### config.mk
export PLATFORM = sky130hd
export DESIGN_NAME = fsched_top
export DESIGN_NICKNAME = d
export VERILOG_FILES = /design/src/rtl/fsched_pkg.sv /design/src/rtl/fsched_fifo.sv /design/src/rtl/fsched_arb.sv /design/src/rtl/fsched_top.sv
export SDC_FILE = /design/constraint.sdc
export NUM_CORES = 1
export LEC_CHECK = 0
export ABC_AREA = 1
export BUFFER_PORTS_ARGS = -buffer_cell sky130_fd_sc_hd__buf_2
export CORE_MARGIN = 8
export CORE_UTILIZATION = 50
export CTS_CLUSTER_DIAMETER = 60
export DETAILED_ROUTE_END_ITERATION = 6
export PLACE_DENSITY = 0.67
export SLEW_MARGIN = 0
export SYNTH_ARGS = -nofsm -noshare
export SYNTH_HDL_FRONTEND = slang
export SYNTH_SLANG_ARGS = --single-unit
### constraint.sdc
create_clock -name clk -period 6.7 [get_ports clk]
set_input_delay 1.005 -clock clk [delete_from_list [all_inputs] [get_ports clk]]
set_output_delay 1.005 -clock clk [all_outputs]
set_load 0.05 [all_outputs]
### src/rtl/fsched_pkg.sv
package fsched_pkg;
  typedef enum logic [0:0] {
    FS_IDLE = 1'b0,
    FS_WAIT = 1'b1
  } fs_state_e;
endpackage

### src/rtl/fsched_fifo.sv
module fsched_fifo #(
  parameter int WIDTH = 8,
  parameter int DEPTH = 4
) (
  input  logic             clk,
  input  logic             rst_n,
  input  logic             wr_en,
  input  logic [WIDTH-1:0] wr_data,
  input  logic             rd_en,
  output logic [WIDTH-1:0] head,
  output logic             full_o,
  output logic             empty_o
);
  localparam int PTR_W = (DEPTH > 1) ? $clog2(DEPTH) : 1;
  localparam int CNT_W = $clog2(DEPTH + 1);
  localparam logic [PTR_W-1:0] LAST_PTR = PTR_W'(DEPTH - 1);
  localparam logic [CNT_W-1:0] FULL_CNT = CNT_W'(DEPTH);

  logic [WIDTH-1:0] mem_q [DEPTH];
  logic [PTR_W-1:0] wp_q, wp_d, rp_q, rp_d;
  logic [CNT_W-1:0] cnt_q, cnt_d;

  always_comb begin
    wp_d  = wp_q;
    rp_d  = rp_q;
    cnt_d = cnt_q;
    if (wr_en) wp_d = (wp_q == LAST_PTR) ? '0 : wp_q + 1'b1;
    if (rd_en) rp_d = (rp_q == LAST_PTR) ? '0 : rp_q + 1'b1;
    unique case ({wr_en, rd_en})
      2'b10:   cnt_d = cnt_q + 1'b1;
      2'b01:   cnt_d = cnt_q - 1'b1;
      default: cnt_d = cnt_q;
    endcase
  end

  always_ff @(posedge clk or negedge rst_n) begin
    if (!rst_n) begin
      wp_q  <= '0;
      rp_q  <= '0;
      cnt_q <= '0;
    end else begin
      wp_q  <= wp_d;
      rp_q  <= rp_d;
      cnt_q <= cnt_d;
    end
  end

  always_ff @(posedge clk) begin
    if (wr_en) mem_q[wp_q] <= wr_data;
  end

  assign head    = mem_q[rp_q];
  assign full_o  = (cnt_q == FULL_CNT);
  assign empty_o = (cnt_q == '0);

  // a push never lands on a full FIFO
  assert_no_overflow_R3: assert property (@(posedge clk) disable iff (!rst_n)
    wr_en |-> !full_o);
  // a pop never reads an empty FIFO
  assert_no_underflow_R5: assert property (@(posedge clk) disable iff (!rst_n)
    rd_en |-> !empty_o);
endmodule

### src/rtl/fsched_arb.sv
module fsched_arb (
  input  logic grant_en,
  input  logic q0_empty,
  input  logic q1_empty,
  output logic pop0,
  output logic pop1
);
  always_comb begin
    pop0 = grant_en && !q0_empty;
    pop1 = grant_en && q0_empty && !q1_empty;
  end
endmodule

### src/rtl/fsched_top.sv
module fsched_top #(
  parameter int ADDR_W   = 32,
  parameter int SET_W    = 6,
  parameter int WAY_W    = 2,
  parameter int Q0_DEPTH = 4,
  parameter int Q1_DEPTH = 8
) (
  input  logic              clk,
  input  logic              rst_n,
  input  logic              enq_valid,
  input  logic              enq_urgent,
  input  logic [ADDR_W-1:0] enq_addr,
  input  logic [SET_W-1:0]  enq_set,
  input  logic [WAY_W-1:0]  enq_way,
  output logic              enq_ready,
  input  logic              cache_busy,
  input  logic              slow_busy,
  output logic              flush_req,
  output logic              flush_urgent,
  output logic [ADDR_W-1:0] flush_addr,
  input  logic              flush_done,
  output logic              free_valid,
  output logic [SET_W-1:0]  free_set,
  output logic [WAY_W-1:0]  free_way,
  output logic              q0_full,
  output logic              q0_empty,
  output logic              q1_full,
  output logic              q1_empty
);
  import fsched_pkg::*;

  localparam int ENT_W = ADDR_W + SET_W + WAY_W;

  logic [ENT_W-1:0] enq_ent, q0_head, q1_head, sel_ent;
  logic push0, push1, pop0, pop1, grant_en, idle_win;

  fs_state_e        state_q, state_d;
  logic             req_q, req_d, urg_q, urg_d, free_q, free_d;
  logic [ADDR_W-1:0] addr_q, addr_d;
  logic [SET_W-1:0]  set_q, set_d;
  logic [WAY_W-1:0]  way_q, way_d;

  assign enq_ent   = {enq_addr, enq_set, enq_way};
  assign enq_ready = enq_urgent ? !q0_full : !q1_full;
  assign push0     = enq_valid && enq_urgent && !q0_full;
  assign push1     = enq_valid && !enq_urgent && !q1_full;
  assign idle_win  = !cache_busy && !slow_busy;
  assign grant_en  = (state_q == FS_IDLE) && idle_win;

  fsched_fifo #(.WIDTH(ENT_W), .DEPTH(Q0_DEPTH)) u_q0 (
    .clk(clk), .rst_n(rst_n), .wr_en(push0), .wr_data(enq_ent),
    .rd_en(pop0), .head(q0_head), .full_o(q0_full), .empty_o(q0_empty));

  fsched_fifo #(.WIDTH(ENT_W), .DEPTH(Q1_DEPTH)) u_q1 (
    .clk(clk), .rst_n(rst_n), .wr_en(push1), .wr_data(enq_ent),
    .rd_en(pop1), .head(q1_head), .full_o(q1_full), .empty_o(q1_empty));

  fsched_arb u_arb (
    .grant_en(grant_en), .q0_empty(q0_empty), .q1_empty(q1_empty),
    .pop0(pop0), .pop1(pop1));

  assign sel_ent = pop0 ? q0_head : q1_head;

  always_comb begin
    state_d = state_q;
    req_d   = 1'b0;
    free_d  = 1'b0;
    urg_d   = urg_q;
    addr_d  = addr_q;
    set_d   = set_q;
    way_d   = way_q;
    unique case (state_q)
      FS_IDLE: begin
        if (pop0 || pop1) begin
          state_d = FS_WAIT;
          req_d   = 1'b1;
          urg_d   = pop0;
          {addr_d, set_d, way_d} = sel_ent;
        end
      end
      FS_WAIT: begin
        if (flush_done) begin
          state_d = FS_IDLE;
          free_d  = 1'b1;
        end
      end
      default: state_d = FS_IDLE;
    endcase
  end

  always_ff @(posedge clk or negedge rst_n) begin
    if (!rst_n) begin
      state_q <= FS_IDLE;
      req_q   <= 1'b0;
      free_q  <= 1'b0;
      urg_q   <= 1'b0;
      addr_q  <= '0;
      set_q   <= '0;
      way_q   <= '0;
    end else begin
      state_q <= state_d;
      req_q   <= req_d;
      free_q  <= free_d;
      urg_q   <= urg_d;
      addr_q  <= addr_d;
      set_q   <= set_d;
      way_q   <= way_d;
    end
  end

  assign flush_req    = req_q;
  assign flush_urgent = urg_q;
  assign flush_addr   = addr_q;
  assign free_valid   = free_q;
  assign free_set     = set_q;
  assign free_way     = way_q;

  // flushes start only in a window with both memories idle
  assert_idle_window_R6: assert property (@(posedge clk) disable iff (!rst_n)
    flush_req |-> $past(!cache_busy && !slow_busy));
  // while waiting without completion no new flush appears
  assert_one_outstanding_R7: assert property (@(posedge clk) disable iff (!rst_n)
    (state_q == FS_WAIT && !flush_done) |=> !flush_req);
  // start is a single-cycle pulse
  assert_req_pulse_R10: assert property (@(posedge clk) disable iff (!rst_n)
    flush_req |=> !flush_req);
  // normal entries only when the urgent FIFO was empty
  assert_strict_prio_R4: assert property (@(posedge clk) disable iff (!rst_n)
    (flush_req && !flush_urgent) |-> $past(q0_empty));
  // a freed way always follows a completion
  assert_free_after_done_R8: assert property (@(posedge clk) disable iff (!rst_n)
    free_valid |-> $past(flush_done));
  // completion with nothing outstanding frees nothing
  assert_spurious_done_R9: assert property (@(posedge clk) disable iff (!rst_n)
    (state_q == FS_IDLE && flush_done) |=> !free_valid);
endmodule

# Word level (Yosys, flattened, before mapping)
# Memory sizes are Yosys's and may differ from the RTL's.
# Index checks and enable logic that the tools add are counted.
# W data, S select, Z words.
op_classes:
  add_sub_neg: 8
  eq_ne: 10
  n_mux: 18
  n_bitwise: 1
  reduce_logical: 22
ops:
  columns: ["cell", "count"]
  rows:
  - ["$mux W40", 1]
  - ["$mux W1", 10]
  - ["$add A3 B1 Y3 const B", 3]
  - ["$eq A3 B3 Y1 const B", 3]
  - ["$logic_and A1 B1 Y1", 9]
  - ["$eq A2 B2 Y1 const B", 4]
  - ["$pmux W4 S2", 1]
  - ["$logic_not A1 Y1", 7]
  - ["$mux W3", 2]
  - ["$pmux W3 S2", 1]
  - ["$add A2 B1 Y2 const B", 2]
  - ["$add A4 B1 Y4 const B", 1]
  - ["$eq A2 B1 Y1 const B", 2]
  - ["$eq A4 B4 Y1 const B", 1]
  - ["$logic_not A4 Y1", 1]
  - ["$mux W2", 2]
  - ["$reduce_bool A2 Y1", 2]
  - ["$sub A4 B1 Y4 const B", 1]
  - ["$logic_not A3 Y1", 1]
  - ["$sub A3 B1 Y3 const B", 1]
  - ["$pmux W1 S2", 1]
  - ["$reduce_and A2 Y1", 1]
  - ["$logic_or A1 B1 Y1", 1]
  - ["$not A1 Y1", 1]
word_totals:
  regBits: 61
  ram_bits: 480
  input_bits: 47
  out_inout_bits: 48
  mem_count: 2
memory_table:
  columns: ["memory", "depth", "width", "rd", "rd_ports_with_merged_regs", "write_ports", "line_no", "source"]
  rows:
  - ["u_q1.mem_q", 8, 40, 1, 0, 1, "fsched_fifo.sv:19", "logic [WIDTH-1:0] mem_q [DEPTH];"]
  - ["u_q0.mem_q", 4, 40, 1, 0, 1, "fsched_fifo.sv:19", null]

# Longest topological paths before layout
logic_depth:
  word_depth: 8
  depth_mapped: 13
  ltp_nobuf: 13

# Cells and area by module
# From an unflattened synthesis, not the netlist that was laid out.
hier_totals:
  hier_cells: 1831
  hier_area_um2: 22236.3
modules_own_cells:
  columns: ["module", "n_inst", "cells_each", "area_each_um2"]
  rows:
  - ["fsched_fifo (u_q1)", 1, 985, 12982.5]
  - ["fsched_fifo (u_q0)", 1, 520, 6905.4]
  - ["fsched_top", 1, 322, 2331.0]
  - ["fsched_arb", 1, 4, 17.5]

# Worst setup path before layout
# Ideal clock, no wire load.
synth_timing:
  path_kind: "input to register"
  startpoint: "input enq_valid"
  endpoint: "memory u_q1.mem_q[0][0] (netlist name), enable pin"
  setup_ps: 437
  t_arrival_ps: 3149
  required_ps: 6263
  slack_ps: 3114
  cell_stages: 6
  path_buffers: 0
  path_cell_list: "inv_1 -> nor2_1 -> nand2_1 -> inv_1 -> nand2_1 -> nor2_1"
synth_via:
  elab_chain_len: 4
synth_lines:
  columns: ["item", "line_no", "source"]
  rows:
  - ["start: declaration", "fsched_top.sv:10", "input logic enq_valid,"]
  - ["$logic_and A1 B1 Y1 (2 in series)", "fsched_top.sv:46", "assign push1 = enq_valid && !enq_urgent && !q1_full;"]
  - ["$mux W1", "fsched_fifo.sv:49", "if (wr_en) mem_q[wp_q] <= wr_data;"]
  - ["$mux W1 (not written as such)", "fsched_fifo.sv:49", null]
  - ["end: declaration", "fsched_fifo.sv:19", null]
# Every way passes these cells.

# Final worst setup path
layout_timing:
  startpoint: "register u_q1.rp_q[1]"
  endpoint: "register addr_q[23], in the netlist flush_addr[23]"
layout_via:
  elab_chain_len: 2
layout_lines:
  columns: ["item", "line_no", "source"]
  rows:
  - ["start: declaration", "fsched_fifo.sv:20", "logic [PTR_W-1:0] wp_q, wp_d, rp_q, rp_d;"]
  - ["start signal: assignment", "fsched_fifo.sv:43", "rp_q <= rp_d;"]
  - ["$mem_v2 Z8 W40", null, null]
  - ["$mux W40", "fsched_top.sv:62", "assign sel_ent = pop0 ? q0_head : q1_head;"]
  - ["end signal: assignment", "fsched_top.sv:105", "addr_q <= addr_d;"]
  - ["end: declaration", "fsched_top.sv:39", "logic [ADDR_W-1:0] addr_q, addr_d;"]
# Every way passes these cells.
# A chain may end at the register's enable or synchronous reset.

==> results.yml <==
synth:
  synth.distinct_cells: 32
  avgSynthCellArea_um2: 12.5
  seq_area_frac_synth_pct: 74.7
  ys.warnings.count: 0
  synth_nets: 1763
  netlist_area_mm2: 0.0213
  syn_inst: 1703
  ys_ff_latch: 541
clock_network:
  ctsLongestPathBuffers: 3
  path_clk_slew_ns: 0.06
  postCtsHoldBufs: 0
  cts_max_level: 2
  clkLatencyLatePin_ns: 0.61
  root_buffer: "clkbuf_16"
  postCtsSetupRepairBufs: 0
  post_cts_resized: 0
  clock_sinks: 541
  numCtsBuffers: 56
  cts_tree: "yes"
pwr:
  switchingPower_mw: 4.03
  finalPower_mw: 10.8
  power_frac_seq_pct: 40.6
  leakagePower_nw: 8.65
  vdd_drop_max_mv: 0.231
  comb_power_share_pct: 31.2
  switching_share_pct: 37.3
  internal-power_mw: 6.77
  p_per_area_mw_per_mm2: 449
  p_clk_share_pct: 28.2
timing:
  fin_worst_skew_ns: 0.0162
  worst_slew_pin_slew_ns: 1.01
  relSlewSlack_pct: 32.8
  post-route-min-period_ns: 2.98
  tns_ns: 0
  final-hold-violation-count: 0
  setup_viol: 0
  maxSlewViolCount: 0
  timing.fmax_ghz: 0.336
  rsz0062_at_grt: "false"
  period_share_pct: 44.5
setup_path:
  rr_startpoint: "u_q1.rp_q[1]"
  worstSetupPathType: "reg2reg"
  cp-end-kind: "flop"
  cp.arrival_ns: 3.47
  r2r_end: "flush_addr[23]"
  worstPathCellList: "buf_4 -> clkinv_2 -> buf_4 -> o21ai_0 -> o22ai_1 -> nand2_1 -> nand3_1 -> nand2_1 -> nand2_1"
  worst_path_largest_cell_delay_ns: 0.70
  crit_required_ns: 7.19
  cp-start-kind: "flop"
  reg2reg_depth: 9
  crit_slowest_cell: "buf_4"
  reg2reg_slack_ns: 3.72
  cpMostUsedCell: "nand2_1"
  critical_path.max_fanout: 82
placed_design:
  hpwlAfterDp_um: 26100
  place_congestion: 0.750
  port_buffers: 94
global_routing:
  track_usage_pct: 19.8
  grt_pass1_vias: 13700
  grt_max_degree: 86
  antenna_found_initial: 4
  overflow: 0
  grt_pass1_wl_um: 77200
outcome:
  status: "finished clean"
run:
  drv_cap: 0
floorplan:
  fp.coreArea_mm2: 0.0420
  design.die.area_mm2: 0.0496
  std_cell_rows: 75
  io_pins: 95
  dieWidth_um: 223
  start_util_pct: 50.8
  die_height_um: 223
routing:
  route.met3.wl_um: 3510
  routed_wl_um: 49400
  drt-met1-wl_um: 20900
  ant_nets: 0
  wl_per_cell_um: 20.9
  vias_per_cell: 5.71
  wl_met2_um: 23600
  num_vias: 13500
  drt_pass1_iterations: 5
  drt-initial-drc-count: 1303
  drc_errors: 0
  topRoutingLayerUsed: "met5"
cells_and_area:
  final_cell_mix: "edfxtp_1, nor2_1, nand2_1, o21ai_0, o22ai_1"
  n_fill_cell: 3366
  area_growth_syn_to_layout_pct: 12.7
  nets: 1836
  final_common_cell: "edfxtp_1"
  drive_gt1_share_pct: 12.9
min_path:
  min_from: "flush_urgent"
  hold_path_class: "reg2reg"
  whs_path_depth: 2
  min_to: "flush_urgent"
worst max-delay path by stage:
stage / startpoint / end / slack (ns) / cells past startpoint
after global placement: enq_valid / u_q1.mem_q[2][25] / 3.41 / 8
final: u_q1.rp_q[1] / flush_addr[23] / 3.72 / 9
after floorplan: enq_valid / u_q1.mem_q[0][0] / 3.11 / 6
after CTS: u_q1.rp_q[1] / flush_addr[28] / 3.74 / 9
after detailed placement: enq_urgent / u_q1.mem_q[2][25] / 3.36 / 7
after global routing: u_q1.rp_q[0] / flush_addr[19] / 3.47 / 8
synthesized netlist by cell type:
cell type  number  area (µm²)
a21oi_1         2        10.0
inv_1          25        93.8
nand2_1       229         860
buf_12          2        40.0
ha_1           12         150
nand4_1         2        12.5
o21ai_1        29         145
nor2_1        338        1270
xor2_1          3        26.3
nor2_8          3        60.1
buf_1           5        18.8
nand3_2         1        10.0
buf_2          19        95.1
nand2_2         1        6.26
edfxtp_1      480       14400
nor2_2          2        12.5
o22ai_1       121         757
inv_4           1        6.26
fa_1            1        20.0
o21ai_0       223        1120
or2_1           1        6.26
nand2_4         1        11.3
buf_6           8        90.1
inv_6           1        8.76
clkbuf_1       67         251
xnor2_1         2        17.5
inv_2          11        41.3
o21a_1          1        7.51
dfrtp_1        61        1530
nor3_1          1        5.00
buf_8           1        15.0
nand3_1        49         245
cell families (layout without fill, tap and decap cells):
logic type,Yosys count,in the layout,share of synthesized area (%)
other cells,0,2,0
compound gates,376,376,9.54
flops,541,541,74.7
simple gates,628,628,11.7
fa+ha+maj,13,13,0.797
buf+inv,140,260,3.09
xor+xnor,5,5,0.205
flip-flops by register name, summed over array words and instances, names as in the netlist, 2 cells and up:
name	cells
free_set	6
u_q1.rp_q	3
u_q0.mem_q	160
free_way	2
u_q0.wp_q	2
flush_addr	32
u_q1.wp_q	3
u_q1.cnt_q	4
u_q0.rp_q	2
u_q1.mem_q	320
u_q0.cnt_q	3
per-layer routing:
metal	track usage, %	vias up
met2	32.7	470
met5	0	-
met3	3.73	92
met1	26.4	6688
li1	-	6247
met4	6.52	2
power groups by stage:
stage,Sequential (mW),Combinational (mW),Clock (mW)
2_1_floorplan,4.72,2.16,0
3_3_place_gp,4.44,3.31,0
3_5_place_dp,4.45,3.39,0
4_1_cts,4.38,3.40,3.09
5_1_grt,4.43,3.76,3.20
6_report,4.38,3.37,3.04
metrics by stage:
stage,hold slack [ns],util (%),instance area (µm²),cells,setup slack (ns)
after floorplan,0.442,-,21300,1703,3.11
after global placement,0.454,52.9,22300,2257,3.41
after detailed placement,0.460,52.9,22300,2257,3.36
after CTS,0.477,57.2,24100,2362,3.74
after global routing,0.493,57.2,24100,2363,3.47
final,0.469,57.2,24100,2364,3.72
critical path, delay by kind of cell (launching register included):
| kind | cells | cell delay, ns |
|---|---|---|
| buffers and inverters | 3 | 1.86 |
| flip-flops | 1 | 0.34 |
| AO/OA/AOI/OAI | 2 | 0.28 |
| AND/OR/NAND/NOR | 4 | 0.33 |
cell type report:
class,count,area (µm²),share of cell area (%)
flip-flops and latches,541,15900,66.3
multi-input cells,1022,4840,20.1
clock buffers,72,1470,6.11
well taps,539,674,2.80
repair buffers,117,646,2.68
clock inverters,33,330,1.37
inverters,38,151,0.629
diodes,2,5.00,0.0208
No activity file was read; power rests on OpenSTA's default activity.
